## src/rtl/manch_frame_pkg.sv

```systemverilog
package manch_frame_pkg;
   localparam int DELIM_LEN = 6;
   localparam logic [DELIM_LEN-1:0] DELIM_PAT = 6'b111000; // MSB = oldest symbol
   localparam int DEF_HI_W = 12;
   localparam int DEF_LO_W = 32;
endpackage

```

## src/rtl/mfd_window.sv

```systemverilog
module mfd_window #(
   parameter int LEN = 6
) (
   input  logic           clk,
   input  logic           rst_n,
   input  logic           push,
   input  logic           sym,
   output logic [LEN-1:0] view,      // window including the symbol being pushed
   output logic           view_full
);
   localparam int CW = $clog2(LEN);

   logic [LEN-2:0] hist_q;
   logic [CW-1:0]  fill_q;

   assign view      = {hist_q, sym};
   assign view_full = (fill_q == CW'(LEN - 1));

   always_ff @(posedge clk or negedge rst_n) begin
      if (!rst_n) begin
         hist_q <= '0;
         fill_q <= '0;
      end else if (push) begin
         hist_q <= view[LEN-2:0];
         if (!view_full) fill_q <= fill_q + 1'b1;
      end
   end

   assert_fill_bound_R2: assert property (@(posedge clk) disable iff (!rst_n)
      fill_q <= CW'(LEN - 1));
endmodule

```

## src/rtl/mfd_framer.sv

```systemverilog
module mfd_framer
   import manch_frame_pkg::*;
#(
   parameter int LEN = DELIM_LEN,
   parameter logic [LEN-1:0] PAT = DELIM_PAT
) (
   input  logic           clk,
   input  logic           rst_n,
   input  logic           push,
   input  logic [LEN-1:0] view,
   input  logic           view_full,
   output logic           bit_en,
   output logic           bit_val,
   output logic           delim_hit,
   output logic           frame_end
);
   localparam int SW = $clog2(LEN);

   logic          lock_q, phase_q, first_q;
   logic [SW-1:0] skip_q;
   logic          head, pat_ok, may_check;

   assign head      = view[LEN-1];
   assign pat_ok    = view_full && (view == PAT);
   assign may_check = (!lock_q) || (!phase_q);

   always_comb begin
      delim_hit = 1'b0;
      frame_end = 1'b0;
      bit_en    = 1'b0;
      bit_val   = head;
      if (push && skip_q == '0) begin
         if (may_check && pat_ok) begin
            delim_hit = 1'b1;
            frame_end = lock_q;
         end else if (lock_q && phase_q && first_q != head) begin
            bit_en = 1'b1;
         end
      end
   end

   always_ff @(posedge clk or negedge rst_n) begin
      if (!rst_n) begin
         lock_q  <= 1'b0;
         phase_q <= 1'b0;
         first_q <= 1'b0;
         skip_q  <= '0;
      end else if (push) begin
         if (skip_q != '0) begin
            skip_q <= skip_q - 1'b1;
         end else if (delim_hit) begin
            lock_q  <= 1'b1;
            phase_q <= 1'b0;
            skip_q  <= SW'(LEN - 1);
         end else if (lock_q) begin
            if (!phase_q) begin
               first_q <= head;
               phase_q <= 1'b1;
            end else begin
               phase_q <= 1'b0;
               if (first_q == head) lock_q <= 1'b0;
            end
         end
      end
   end

   assert_skip_locked_R2: assert property (@(posedge clk) disable iff (!rst_n)
      (skip_q != '0) |-> lock_q);
   assert_end_needs_lock_R8: assert property (@(posedge clk) disable iff (!rst_n)
      frame_end |-> lock_q);
   assert_delim_locks_R2: assert property (@(posedge clk) disable iff (!rst_n)
      delim_hit |=> (lock_q && skip_q != '0));
endmodule

```

## src/rtl/mfd_accum.sv

```systemverilog
module mfd_accum #(
   parameter int W = 44
) (
   input  logic         clk,
   input  logic         rst_n,
   input  logic         clear,
   input  logic         bit_en,
   input  logic         bit_val,
   output logic [W-1:0] acc
);
   always_ff @(posedge clk or negedge rst_n) begin
      if (!rst_n)      acc <= '0;
      else if (clear)  acc <= '0;
      else if (bit_en) acc <= {acc[W-2:0], bit_val};
   end

   assert_clear_zero_R7: assert property (@(posedge clk) disable iff (!rst_n)
      clear |=> (acc == '0));
   assert_idle_hold_R9: assert property (@(posedge clk) disable iff (!rst_n)
      (!clear && !bit_en) |=> $stable(acc));
endmodule

```

## src/rtl/manch_frame_dec.sv

```systemverilog
module manch_frame_dec
   import manch_frame_pkg::*;
#(
   parameter int HI_W = DEF_HI_W,
   parameter int LO_W = DEF_LO_W
) (
   input  logic            clk,
   input  logic            rst_n,
   input  logic            sym_valid_i,
   input  logic            sym_i,
   output logic            id_valid_o,
   output logic [HI_W-1:0] id_hi_o,
   output logic [LO_W-1:0] id_lo_o
);
   localparam int ID_W = HI_W + LO_W;

   if (HI_W < 1 || LO_W < 1) begin : g_bad_width
      $error("manch_frame_dec: field widths must be positive");
   end
   if (DELIM_LEN < 2) begin : g_bad_delim
      $error("manch_frame_dec: delimiter too short");
   end

   logic [DELIM_LEN-1:0] view;
   logic                 view_full, bit_en, bit_val, delim_hit, frame_end;
   logic [ID_W-1:0]      acc;

   mfd_window #(.LEN(DELIM_LEN)) u_win (
      .clk(clk), .rst_n(rst_n), .push(sym_valid_i), .sym(sym_i),
      .view(view), .view_full(view_full));

   mfd_framer #(.LEN(DELIM_LEN), .PAT(DELIM_PAT)) u_frm (
      .clk(clk), .rst_n(rst_n), .push(sym_valid_i), .view(view),
      .view_full(view_full), .bit_en(bit_en), .bit_val(bit_val),
      .delim_hit(delim_hit), .frame_end(frame_end));

   mfd_accum #(.W(ID_W)) u_acc (
      .clk(clk), .rst_n(rst_n), .clear(delim_hit), .bit_en(bit_en),
      .bit_val(bit_val), .acc(acc));

   always_ff @(posedge clk or negedge rst_n) begin
      if (!rst_n) begin
         id_valid_o <= 1'b0;
         id_hi_o    <= '0;
         id_lo_o    <= '0;
      end else begin
         id_valid_o <= frame_end && (acc != '0);
         if (frame_end && acc != '0) begin
            id_hi_o <= acc[ID_W-1:LO_W];
            id_lo_o <= acc[LO_W-1:0];
         end
      end
   end

   assert_single_pulse_R5: assert property (@(posedge clk) disable iff (!rst_n)
      id_valid_o |=> !id_valid_o);
   assert_nonzero_report_R6: assert property (@(posedge clk) disable iff (!rst_n)
      id_valid_o |-> ({id_hi_o, id_lo_o} != '0));
   assert_hold_between_R10: assert property (@(posedge clk) disable iff (!rst_n)
      !id_valid_o |-> ($stable(id_hi_o) && $stable(id_lo_o)));
endmodule

```

## config.mk

```make
export PLATFORM = sky130hd
export DESIGN_NAME = manch_frame_dec
export DESIGN_NICKNAME = d
export VERILOG_FILES = /design/src/rtl/manch_frame_pkg.sv /design/src/rtl/mfd_window.sv /design/src/rtl/mfd_framer.sv /design/src/rtl/mfd_accum.sv /design/src/rtl/manch_frame_dec.sv
export SDC_FILE = /design/constraint.sdc
export NUM_CORES = 1
export LEC_CHECK = 0
export BUFFER_PORTS_ARGS = -buffer_cell sky130_fd_sc_hd__buf_4
export CORE_ASPECT_RATIO = 0.9
export CORE_MARGIN = 10
export CORE_UTILIZATION = 55
export DETAILED_ROUTE_END_ITERATION = 16
export PLACE_DENSITY = 0.76
export SYNTH_ARGS = -nofsm -noshare
export SYNTH_HDL_FRONTEND = slang
export SYNTH_SLANG_ARGS = --single-unit
```

## constraint.sdc

```tcl
create_clock -name clk -period 2.5 [get_ports clk]
set_input_delay 0.5 -clock clk [delete_from_list [all_inputs] [get_ports clk]]
set_output_delay 0.5 -clock clk [all_outputs]
set_load 0.01 [all_outputs]
```

# After elaboration in Yosys (flattened, before gate mapping)
# Index checks and enable logic that the tools add are counted.
# op_classes
addsub	2
n_eq_ne	4
muxes	18
bitwise	4
n_reduce_logical	20
# ops
cell	count
2-to-1 mux 44 bit	2
nonzero test 44 bit	1
2-to-1 mux 1 bit	14
== test 6 bit (second input constant)	1
logical AND 1 bit	6
2-to-1 mux 3 bit	2
AND reduction 2 bit	3
nonzero test 2 bit	3
AND reduction 5 bit	1
NOT 1 bit	4
adder 3 x 1 -> 3 bit (second input constant)	1
== test 3 bit (second input constant)	1
logical NOT 3 bit	1
AND reduction 3 bit	1
nonzero test 3 bit	1
subtractor 3 x 1 -> 3 bit (second input constant)	1
logical NOT 1 bit	2
== test 1 bit	1
logical OR 1 bit	1
inequality test 1 bit	1
# word_totals
register_bits	103
inputBits	4
out_inout_bits	45

# Logic depth before layout (Yosys ltp)
# Gate-level depths: netlist (run 1).
# logic_depth
ltp_word	7
ltp_mapped	7
depth_no_buf	6

# By module
# From an unflattened synthesis (run 1), not the netlist that was laid out.
# hier_totals
hier_cells	311
area_unflattened_um2	4312.9
# by_module_without_submodules
mod	n_inst	cells_each	area_per_inst_um2	seq_area_each_um2
mfd_accum	1	142	1818.0	1101.1
manch_frame_dec	1	109	1778.0	1126.1
mfd_window	1	25	365.4	200.2
mfd_framer	1	35	351.6	150.1

# Worst setup path after synthesis (run 1)
# No wires, ideal clock.
# synth_path
kind	register -> register
startpoint	register u_acc.acc[17]
endpoint	register id_hi_o[0]
setup_time_ps	125
arrival_ps	1827
setup_slack_ps	548
stages_incl_launch_ff	6
period_less_slack_ps	1952
path_cell_list	dfrtp_1 > nor4_1 > nand4_1 > o311ai_4 > buf_6 > mux2_2
# synth_between
elab_chain_len	2
# synth_lines
item	line	text
start, declared	mfd_accum.sv:9	output logic [W-1:0] acc
start signal, assigned	mfd_accum.sv:14	else if (bit_en) acc <= {acc[W-2:0], bit_val};
nonzero test 44 bit	manch_frame_dec.sv:48	if (frame_end && acc != '0) begin
logical AND 1 bit	manch_frame_dec.sv:48	
end signal, assigned	manch_frame_dec.sv:49	id_hi_o <= acc[ID_W-1:LO_W];
end, declared	manch_frame_dec.sv:12	output logic [HI_W-1:0] id_hi_o,
# No other way between the ends.
# A chain may end at the register's enable or synchronous reset.

# Worst setup path in the final report (run 1)
# layout_path
startpoint	register u_acc.acc[17]
endpoint	register id_lo_o[18]
# layout_between
elab_chain_len	2
# layout_lines
item	line	text
nonzero test 44 bit	manch_frame_dec.sv:48	
logical AND 1 bit	manch_frame_dec.sv:48	
end signal, assigned	manch_frame_dec.sv:50	id_lo_o <= acc[LO_W-1:0];
end, declared	manch_frame_dec.sv:13	output logic [LO_W-1:0] id_lo_o
# No other way between the ends.

==> results of run 1 <==
through the flow:
stage	utilization, %	cells
global placement	63.44	402
finish	66.46	418
CTS	66.46	418
detailed placement	63.44	402
floorplan	-	265
global route	66.46	418
final timing paths:
kind                                  from              end  slack, ns  cells after the start
max                          u_acc.acc[17]      id_lo_o[18]       0.21                      5
min                                  rst_n      id_lo_o[18]       0.14                      1
max reg2reg                  u_acc.acc[17]      id_lo_o[18]       0.21                      5
min reg2reg                u_win.fill_q[2]  u_win.fill_q[2]       0.48                      1
max in group asynchronous            rst_n    u_acc.acc[20]       1.73                      2
min in group clk                     sym_i  u_win.hist_q[0]       0.40                      2
cell usage after synthesis (all sizes together):
| library cell | instances |
|---|---|
| nor4b | 1 |
| o311ai | 1 |
| buf | 8 |
| dfrtp | 103 |
| nand4b | 1 |
| inv | 2 |
| o21ai | 6 |
| nand2 | 11 |
| nand4 | 2 |
| nor3 | 3 |
| clkbuf | 5 |
| a21oi | 2 |
| nor2 | 2 |
| ha | 2 |
| a21o | 1 |
| xnor2 | 2 |
| nand2b | 3 |
| nor3b | 1 |
| a211o | 1 |
| and2 | 1 |
| nor4 | 11 |
| a22o | 44 |
| mux2 | 50 |
| nand3 | 2 |
per-layer routing:
layer	wire length, um	up-vias	GRT usage (%)
met4	103	0	4.400
li1	-	1101	-
met2	3525	51	21.86
met5	0	-	0
met1	3395	1210	18.78
met3	402	8	5.243
cell type report:
cell class              count  share of cell area, %
clock inverters             5                  1.738
multi-input cells         147                  28.03
clock buffers              11                  2.808
inverters                   2                 0.1605
repair buffers             57                  9.682
flip-flops and latches    103                  55.09
well taps                  93                  2.487
cells by family after synthesis:
group / count (synthesis) / synth area share [%]
simple gates: 38 / 5.722
fa+ha+maj: 2 / 0.6286
flops: 103 / 64.76
compound gates: 55 / 11.76
buf+inv: 15 / 2.546
mux: 50 / 14.15
xor+xnor: 2 / 0.4402
where the power goes:
group	switching [uW]	total, uW	internal (uW)
combinational	148	255	107
sequential	75.0	1810	1730
clock	529	1100	567
registers in the layout (all words and copies together), names as in the netlist:
register       cells
id_hi_o           12
id_lo_o           32
id_valid_o         1
u_acc.acc         44
u_frm.first_q      1
u_frm.lock_q       1
u_frm.phase_q      1
u_frm.skip_q       3
u_win.fill_q       3
u_win.hist_q       5
cells in the final DEF, fill, tap and decap left out, types with 2 or more instances in the layout:
master     Yosys  routed
xnor2_1        2       2
mux2_1         2       2
nand3_1        2       2
a22o_1        44      44
a21oi_1        2       2
nor3_1         2       2
buf_4          4      55
o21ai_0        5       5
inv_1          2       2
dfrtp_1      103     103
ha_1           2       2
clkbuf_1       5       2
mux2_2        48      48
nand4_1        2       2
clkbuf_8       0       9
nor4_1        11      11
nand2b_1       3       3
bufinv_16      0       2
buf_12         0       2
nand2_1       11      11
nor2_1         2       2
==> results.txt, run 1 <==
----------------------------------------------------
[Place]
  Final Wtd Congestion ... 0.7701
  Post-placement setup slack ... 0.2230 ns
  # port buffers ... 48
  Half-perimeter wire length after detailed placement ... 5189 um
  Total cell area at the placement stage ... 4466 sq um

[Flow run]
  Maxcap violations ... 0

[GRT]
  Aggregate global-route resource usage ... 14.37%
  Via count of the first global-routing pass ... 2,521
  First-pass GRT wire length ... 12,500 um
  Maximum number of pins on one net before global-route repair ... 48
  Final global-route overflow total ... 0
  Number of antenna violations at the first check in global routing ... 0

[Floorplan]
  Core footprint ... 7039 sq um
  X dimension of the die ... 109.7 um
  Number of top-level pins ... 49
  Starting Density ... 56.54%
  Vertical die dimension ... 100.7 um
  Number of placement rows ... 29
  Floorplan die area ... 11,040 sq um

[Layout]
  Layout overhead on the synthesized area ... 17.54%
  Post-layout net count ... 326
  Final-layout fill cell count ... 525
  Diodes inserted ... 0
  Area occupied by multi-input gates ... 1311 sq um
  Layout cell share with drive strength beyond 1 ... 38.15%
  Final Instance Area ... 4678 sq um
  Storage cell area ... 2577 sq um

[Critical path]
  Critical Path Fanout Max ... 20
  Crit path DAT ... 2.53 ns
  Required time of the critical path ... 2.75 ns
  Slowest-stage cell, CP ... dfrtp_1
  Crit path kind ... reg2reg
  Crit-path leading delay family ... simple AND/OR/NAND/NOR gates
  Sort of element at the end of the critical path ... flip-flop
  Peak per-stage delay on the critical path ... 0.42 ns
  Crit path buf inv count ... 1
  Critical Path, Cell by Cell ... nor4_1 -> nand4_1 -> o311ai_4 -> buf_4 -> mux2_2
  Setup crit start kind ... flip-flop

[Synthesis]
  Synthesized instance count ... 265
  Number of nets in the synthesized netlist ... 271
  Sequential cell area fraction in the yosys report ... 64.76%
  Flops & latches, synth ... 103
  Average footprint of a synthesized cell ... 15.02 sq um
  Number of distinct standard cells referenced by the synthesized netlist ... 28
  Area share of the leading cell type in the synthesized netlist ... 64.76%
  Syn Std Cell Area ... 3980 sq um
  Area leader, netlist ... dfrtp_1
  Top cells by area, synth ... dfrtp_1 (65%), mux2_2 (14%), a22o_1 (9.7%)
  Synth Warn # ... 0

[Power]
  Worst-case vdd ir drop ... 0.4316 mV
  Power density over the cells ... 675.5 nW/um^2
  Design Power ... 3160 uW
  Total leakage power ... 0.002419 uW

[STA]
  Post-route worst setup slack ... 0.2130 ns
  Highest clock rate ... 0.4373 GHz
  Accumulated negative setup slack ... 0 ns
  Clock period minus worst slack ... 2.287 ns
  Final-report hold violation count ... 0
  Worst setup skew after layout ... 0.007687 ns
  Slew at the pin with the worst max-slew slack ... 0.5966 ns
  Unrepaired setup endpoints after global routing ... no
  Worst-case headroom to the max-slew limit ... 60.23%
  Hold slack ... 0.1364 ns
  Post-route clock period utilization ... 91.48%
  Max-slew violation count ... 0
  Final setup violation count ... 0

[CTS]
  Deepest level of the CTS H-tree ... 3
  TritonCTS clock tree ... done
  Clock latency of the later-clocked register in the worst-skew pair ... 0.35 ns
  Clk root buf ... clkbuf_8
  Number of buffers inserted by hold repair at cts ... 0
  Clk pin slew, worst setup/hold paths ... 0.09 ns
  Count of instances resized after the clock tree is built ... 0
  Number of buffers created by CTS ... 9
  Clock sink total ... 103
  Total setup buffers inserted after CTS ... 0
  Clock Tree Buf Depth ... 2

[Detailed routing]
  Final WL ... 7426 um
  Violation count after the first detailed-routing iteration ... 105
  Via density ... 5.670
  Number of DRC violations after detailed routing ... 0
  Routed length per instance ... 17.77 um
  Via Count ... 2,370
  Number of iterations in the first detailed-routing pass ... 4
  Antenna Violating Nets Remaining ... 0

[Min path]
  Class of the tightest hold or removal check ... in2async

[Outcome]
  Run status ... finished, final reports clean

----------------------------------------------------
Note: power is estimated with default switching activity, not from simulation.
==> run 2: changes to the inputs <==
- CTS_CLUSTER_DIAMETER: default -> 50
- REMOVE_ABC_BUFFERS: default -> 1
==> run 2 against run 1 <==
  * Maximum frequency is 2.6% higher
  * Utilization decreased by 0.16 points
  * Routed wire length is 0.67% higher
  * Critical path depth stayed put
  * Final cell count is 0.48% lower
  * Power grew 0.87%
  * Global-route usage rose by 0.071 points
  * Largest power group unchanged
==> results.txt, run 2 (synthesis results as in run 1) <==
----------------------------------------------------
[Floorplan]
  Number of top-level pins ... 49
  Floorplan die area ... 11,040 sq um
  X dimension of the die ... 109.7 um
  Number of placement rows ... 29
  Core footprint ... 7039 sq um
  Starting Density ... 56.54%
  Vertical die dimension ... 100.7 um

[Detailed routing]
  Antenna Violating Nets Remaining ... 0
  Violation count after the first detailed-routing iteration ... 160
  Via Count ... 2,425
  Number of DRC violations after detailed routing ... 0
  Routed length per instance ... 17.97 um
  Via density ... 5.829
  Number of iterations in the first detailed-routing pass ... 4
  Final WL ... 7476 um

[CTS]
  Clock Tree Buf Depth ... 2
  Total setup buffers inserted after CTS ... 0
  TritonCTS clock tree ... done
  Clk pin slew, worst setup/hold paths ... 0.10 ns
  Clock latency of the later-clocked register in the worst-skew pair ... 0.36 ns
  Deepest level of the CTS H-tree ... 3
  Number of buffers inserted by hold repair at cts ... 1
  Clock sink total ... 103
  Number of buffers created by CTS ... 9
  Clk root buf ... clkbuf_8
  Count of instances resized after the clock tree is built ... 0

[GRT]
  Final global-route overflow total ... 0
  Via count of the first global-routing pass ... 2,481
  Maximum number of pins on one net before global-route repair ... 89
  Aggregate global-route resource usage ... 14.45%
  Number of antenna violations at the first check in global routing ... 0
  First-pass GRT wire length ... 12,590 um

[Layout]
  Storage cell area ... 2577 sq um
  Diodes inserted ... 0
  End-of-flow core utilization ... 66.30%
  Largest regs ... u_acc.acc: 44 flops, id_lo_o: 32 flops, id_hi_o: 12 flops
  Final-layout fill cell count ... 521
  Layout overhead on the synthesized area ... 17.26%
  Leading cell types in the layout, fill and taps excluded ... dfrtp_1 (103), buf_4 (54), mux2_2 (48)
  Area occupied by multi-input gates ... 1311 sq um
  Largest register FFs ... 44
  Most frequent standard cell in the layout excluding fill and tap cells ... dfrtp_1
  Final Instance Area ... 4667 sq um
  Register with the highest flop count ... u_acc.acc
  Layout cell share with drive strength beyond 1 ... 38.08%
  Post-layout net count ... 325

[Place]
  Total cell area at the placement stage ... 4438 sq um
  Final Wtd Congestion ... 0.7396
  Half-perimeter wire length after detailed placement ... 4997 um
  # port buffers ... 48

[Critical path]
  Crit path kind ... reg2reg
  Critical Path Fanout Max ... 26
  Sort of element at the end of the critical path ... flip-flop
  Crit path DAT ... 2.47 ns
  Required time of the critical path ... 2.74 ns
  Setup crit start kind ... flip-flop

[Power]
  Power density over the cells ... 683.0 nW/um^2
  Worst-case vdd ir drop ... 0.2989 mV
  Total leakage power ... 0.002412 uW

[Outcome]
  Run status ... finished, final reports clean

[Flow run]
  Maxcap violations ... 0

[STA]
  Final setup violation count ... 0
  Max-slew violation count ... 0
  Worst-case headroom to the max-slew limit ... 70.37%
  Clock period minus worst slack ... 2.229 ns
  Highest clock rate ... 0.4486 GHz
  Post-route clock period utilization ... 89.16%
  Slew at the pin with the worst max-slew slack ... 0.4444 ns
  Final-report hold violation count ... 0
  Unrepaired setup endpoints after global routing ... no
  Worst setup skew after layout ... 0.01358 ns

[Min path]
  Class of the tightest hold or removal check ... in2reg

----------------------------------------------------
[run 2: through the flow]
step	TNS [ns]	setup WS (ns)	hold WS [ns]	power [uW]	std cells
after floorplan	-12.72	-0.1771	0.2044	1983	252
after global placement	0	0.3575	0.3748	2074	400
after detailed placement	0	0.3041	0.3831	2087	400
after CTS	0	0.2738	0.3809	3215	416
after global routing	0	0.1719	0.3750	3323	416
final	0	0.2710	0.3938	3188	416
[run 2: power breakdown]
part / switching, uW / total, uW / internal, uW
logic: 145 / 251 / 106
registers: 71.8 / 1810 / 1730
clock network: 543 / 1130 / 588
[run 2: path summary, 6_finish.rpt]
check | from | end | slack [ns] | depth (start not counted)
setup / recovery | u_acc.acc[21] | id_hi_o[10] | 0.27 | 5
hold / removal | sym_i | u_win.hist_q[0] | 0.39 | 2
setup reg to reg | u_acc.acc[21] | id_hi_o[10] | 0.27 | 5
hold reg to reg | u_win.fill_q[2] | u_win.fill_q[2] | 0.49 | 1
max in group asynchronous | rst_n | u_win.fill_q[2] | 1.27 | 3
min in group asynchronous | rst_n | id_lo_o[20] | 0.53 | 2
[run 2: routing by layer]
metal	up-vias	share of wire [%]	track usage, %
li1	1093	-	-
met4	0	1.5	4.100
met2	54	47	21.26
met1	1266	46	19.56
met3	12	5.5	5.371
met5	-	0	0
[run 2: cell type report]
| class | instances | area share (%) |
|---|---|---|
| sequential | 103 | 55.23 |
| multi-input combinational | 147 | 28.10 |
| timing repair buffer | 56 | 9.330 |
| clock buffer | 10 | 2.949 |
| tap | 93 | 2.493 |
| clock inverter | 5 | 1.743 |
| inverter | 2 | 0.1609 |
[run 2: critical path: stages, from the launching register on]
cell and delay (ns):
dfrtp_1 0.43, nor4_1 0.40, nand4_1 0.22, o311ai_4 0.29, buf_4 0.38, mux2_2 0.38
==> run 3: changes to the inputs <==
- CORE_ASPECT_RATIO: 0.9 -> 0.8
==> run 3 against run 2 <==
  * Global-route usage is 0.37 points lower
  * Register-to-register slack improved by 0.05 ns
  * Clock skew decreased by 0.0059 ns
  * Setup slack better by 0.051 ns
  * Sequential share of layout area rose by 0.089 points
  * Sequential cell count unchanged
  * Design area down 0.16%
  * Maximum frequency rose by 2.3%
  * First-iteration DRC count shrank 33%
  * Critical path depth stayed put
  * Critical endpoint is now id_lo_o[14]
  * Largest cell class unchanged
==> results.txt, run 3 (synthesis results as in run 1) <==
----------------------------------------------------
[Layout]
  Layout cell share with drive strength beyond 1 ... 37.89%
  Largest register FFs ... 44
  Storage cell area ... 2577 sq um
  Largest regs ... u_acc.acc: 44 flops, id_lo_o: 32 flops, id_hi_o: 12 flops
  Diodes inserted ... 0
  Register with the highest flop count ... u_acc.acc
  Area occupied by multi-input gates ... 1311 sq um
  Leading cell types in the layout, fill and taps excluded ... dfrtp_1 (103), buf_4 (51), mux2_2 (48)
  Final cell count without fillers ... 409
  Final-layout fill cell count ... 512
  Layout overhead on the synthesized area ... 17.07%
  Most frequent standard cell in the layout excluding fill and tap cells ... dfrtp_1
  End-of-flow core utilization ... 66.95%
  Post-layout net count ... 323

[Critical path]
  Required time of the critical path ... 2.74 ns
  Setup slack of the most critical reg-to-reg path ... 0.32 ns
  Crit path kind ... reg2reg
  Critical Path Fanout Max ... 16
  Sort of element at the end of the critical path ... flip-flop
  Setup crit start kind ... flip-flop
  Crit path DAT ... 2.42 ns

[Floorplan]
  X dimension of the die ... 115.1 um
  Number of top-level pins ... 49
  Number of placement rows ... 27
  Core footprint ... 6959 sq um
  Vertical die dimension ... 96.09 um
  Floorplan die area ... 11,060 sq um
  Starting Density ... 57.19%

[Detailed routing]
  Number of DRC violations after detailed routing ... 0
  Routed length per instance ... 18.04 um
  Violation count after the first detailed-routing iteration ... 108
  Number of iterations in the first detailed-routing pass ... 4
  Via Count ... 2,383
  Final WL ... 7378 um
  Antenna Violating Nets Remaining ... 0
  Via density ... 5.826

[CTS]
  Clock latency of the later-clocked register in the worst-skew pair ... 0.35 ns
  Deepest level of the CTS H-tree ... 3
  Clock sink total ... 103
  TritonCTS clock tree ... done
  Clk pin slew, worst setup/hold paths ... 0.09 ns
  Clk root buf ... clkbuf_8
  Number of buffers created by CTS ... 9
  Clock Tree Buf Depth ... 2
  Number of buffers inserted by hold repair at cts ... 0
  Count of instances resized after the clock tree is built ... 0
  Total setup buffers inserted after CTS ... 0

[GRT]
  First-pass GRT wire length ... 12,570 um
  Number of antenna violations at the first check in global routing ... 0
  Aggregate global-route resource usage ... 14.08%
  Final global-route overflow total ... 0
  Via count of the first global-routing pass ... 2,405
  Maximum number of pins on one net before global-route repair ... 50

[Place]
  # port buffers ... 48
  # placed instances ... 393
  Half-perimeter wire length after detailed placement ... 5096 um
  Final Wtd Congestion ... 0.7541

[STA]
  Post-route clock period utilization ... 87.14%
  Final-report hold violation count ... 0
  Final setup violation count ... 0
  Slew at the pin with the worst max-slew slack ... 0.6057 ns
  Accumulated negative setup slack ... 0 ns
  Highest clock rate ... 0.4590 GHz
  Clock period minus worst slack ... 2.178 ns
  Worst setup skew after layout ... 0.007675 ns
  Unrepaired setup endpoints after global routing ... no
  Worst-case headroom to the max-slew limit ... 59.62%
  Max-slew violation count ... 0

[Power]
  Worst-case vdd ir drop ... 0.3838 mV
  Total leakage power ... 0.002414 uW
  Power density over the cells ... 678.0 nW/um^2
  Design Power ... 3159 uW

[Outcome]
  Run status ... finished, final reports clean

[Flow run]
  Maxcap violations ... 0

[Min path]
  Class of the tightest hold or removal check ... in2async

----------------------------------------------------
==> run 3: cell types whose count changed in the layout (fill, tap and decap cells not counted), sizes merged <==
cell	previous run	this run
dlygate4sd3	1	0
clkinv	1	3
buf	55	54
clkinvlp	1	0
==> run 3: metrics by stage <==
| step | hold WS [ns] | area, sq um | setup slack [ns] |
|---|---|---|---|
| after global routing | 0.1765 | 4659 | 0.2532 |
| after floorplan | 0.2044 | 3886 | -0.1771 |
| after global placement | 0.4570 | 4448 | 0.3483 |
| after CTS | 0.1525 | 4659 | 0.3173 |
| final | 0.1492 | 4659 | 0.3215 |
| after detailed placement | 0.4764 | 4448 | 0.3056 |
==> run 3: layout make-up <==
class	count	share of cell area [%]
sequential	103	55.32
multi-input combinational	147	28.14
timing repair buffer	54	9.506
clock buffer	10	2.739
tap	87	2.336
clock inverter	6	1.799
inverter	2	0.1611
==> run 3: routing by layer <==
metal / vias to the layer above / routed length [um] / track usage, %
li1: 1101 / - / -
met5: - / 0 / 0
met3: 4 / 418 / 4.789
met1: 1215 / 3549 / 20.16
met4: 0 / 42 / 3.807
met2: 63 / 3368 / 19.99
==> run 3: power breakdown <==
group | internal, uW | switching, uW
sequential | 1730 | 71.4
clock | 563 | 536
combinational | 107 | 147
==> run 3: worst max-delay path, stage by stage, from the launching register on <==
cell	delay, ns
dfrtp_1	0.43
nor4_1	0.42
nand4_1	0.22
o311ai_4	0.32
buf_4	0.31
mux2_2	0.37
==> run 3: final timing paths <==
path | cells past startpoint | from | end
worst min register to register | 1 | u_win.fill_q[2] | u_win.fill_q[2]
worst max-delay path | 5 | u_acc.acc[21] | id_lo_o[14]
worst min-delay path | 1 | rst_n | id_valid_o
min in group clk | 2 | sym_i | u_win.hist_q[0]
worst max register to register | 5 | u_acc.acc[21] | id_lo_o[14]
max in group asynchronous | 2 | rst_n | u_acc.acc[31]
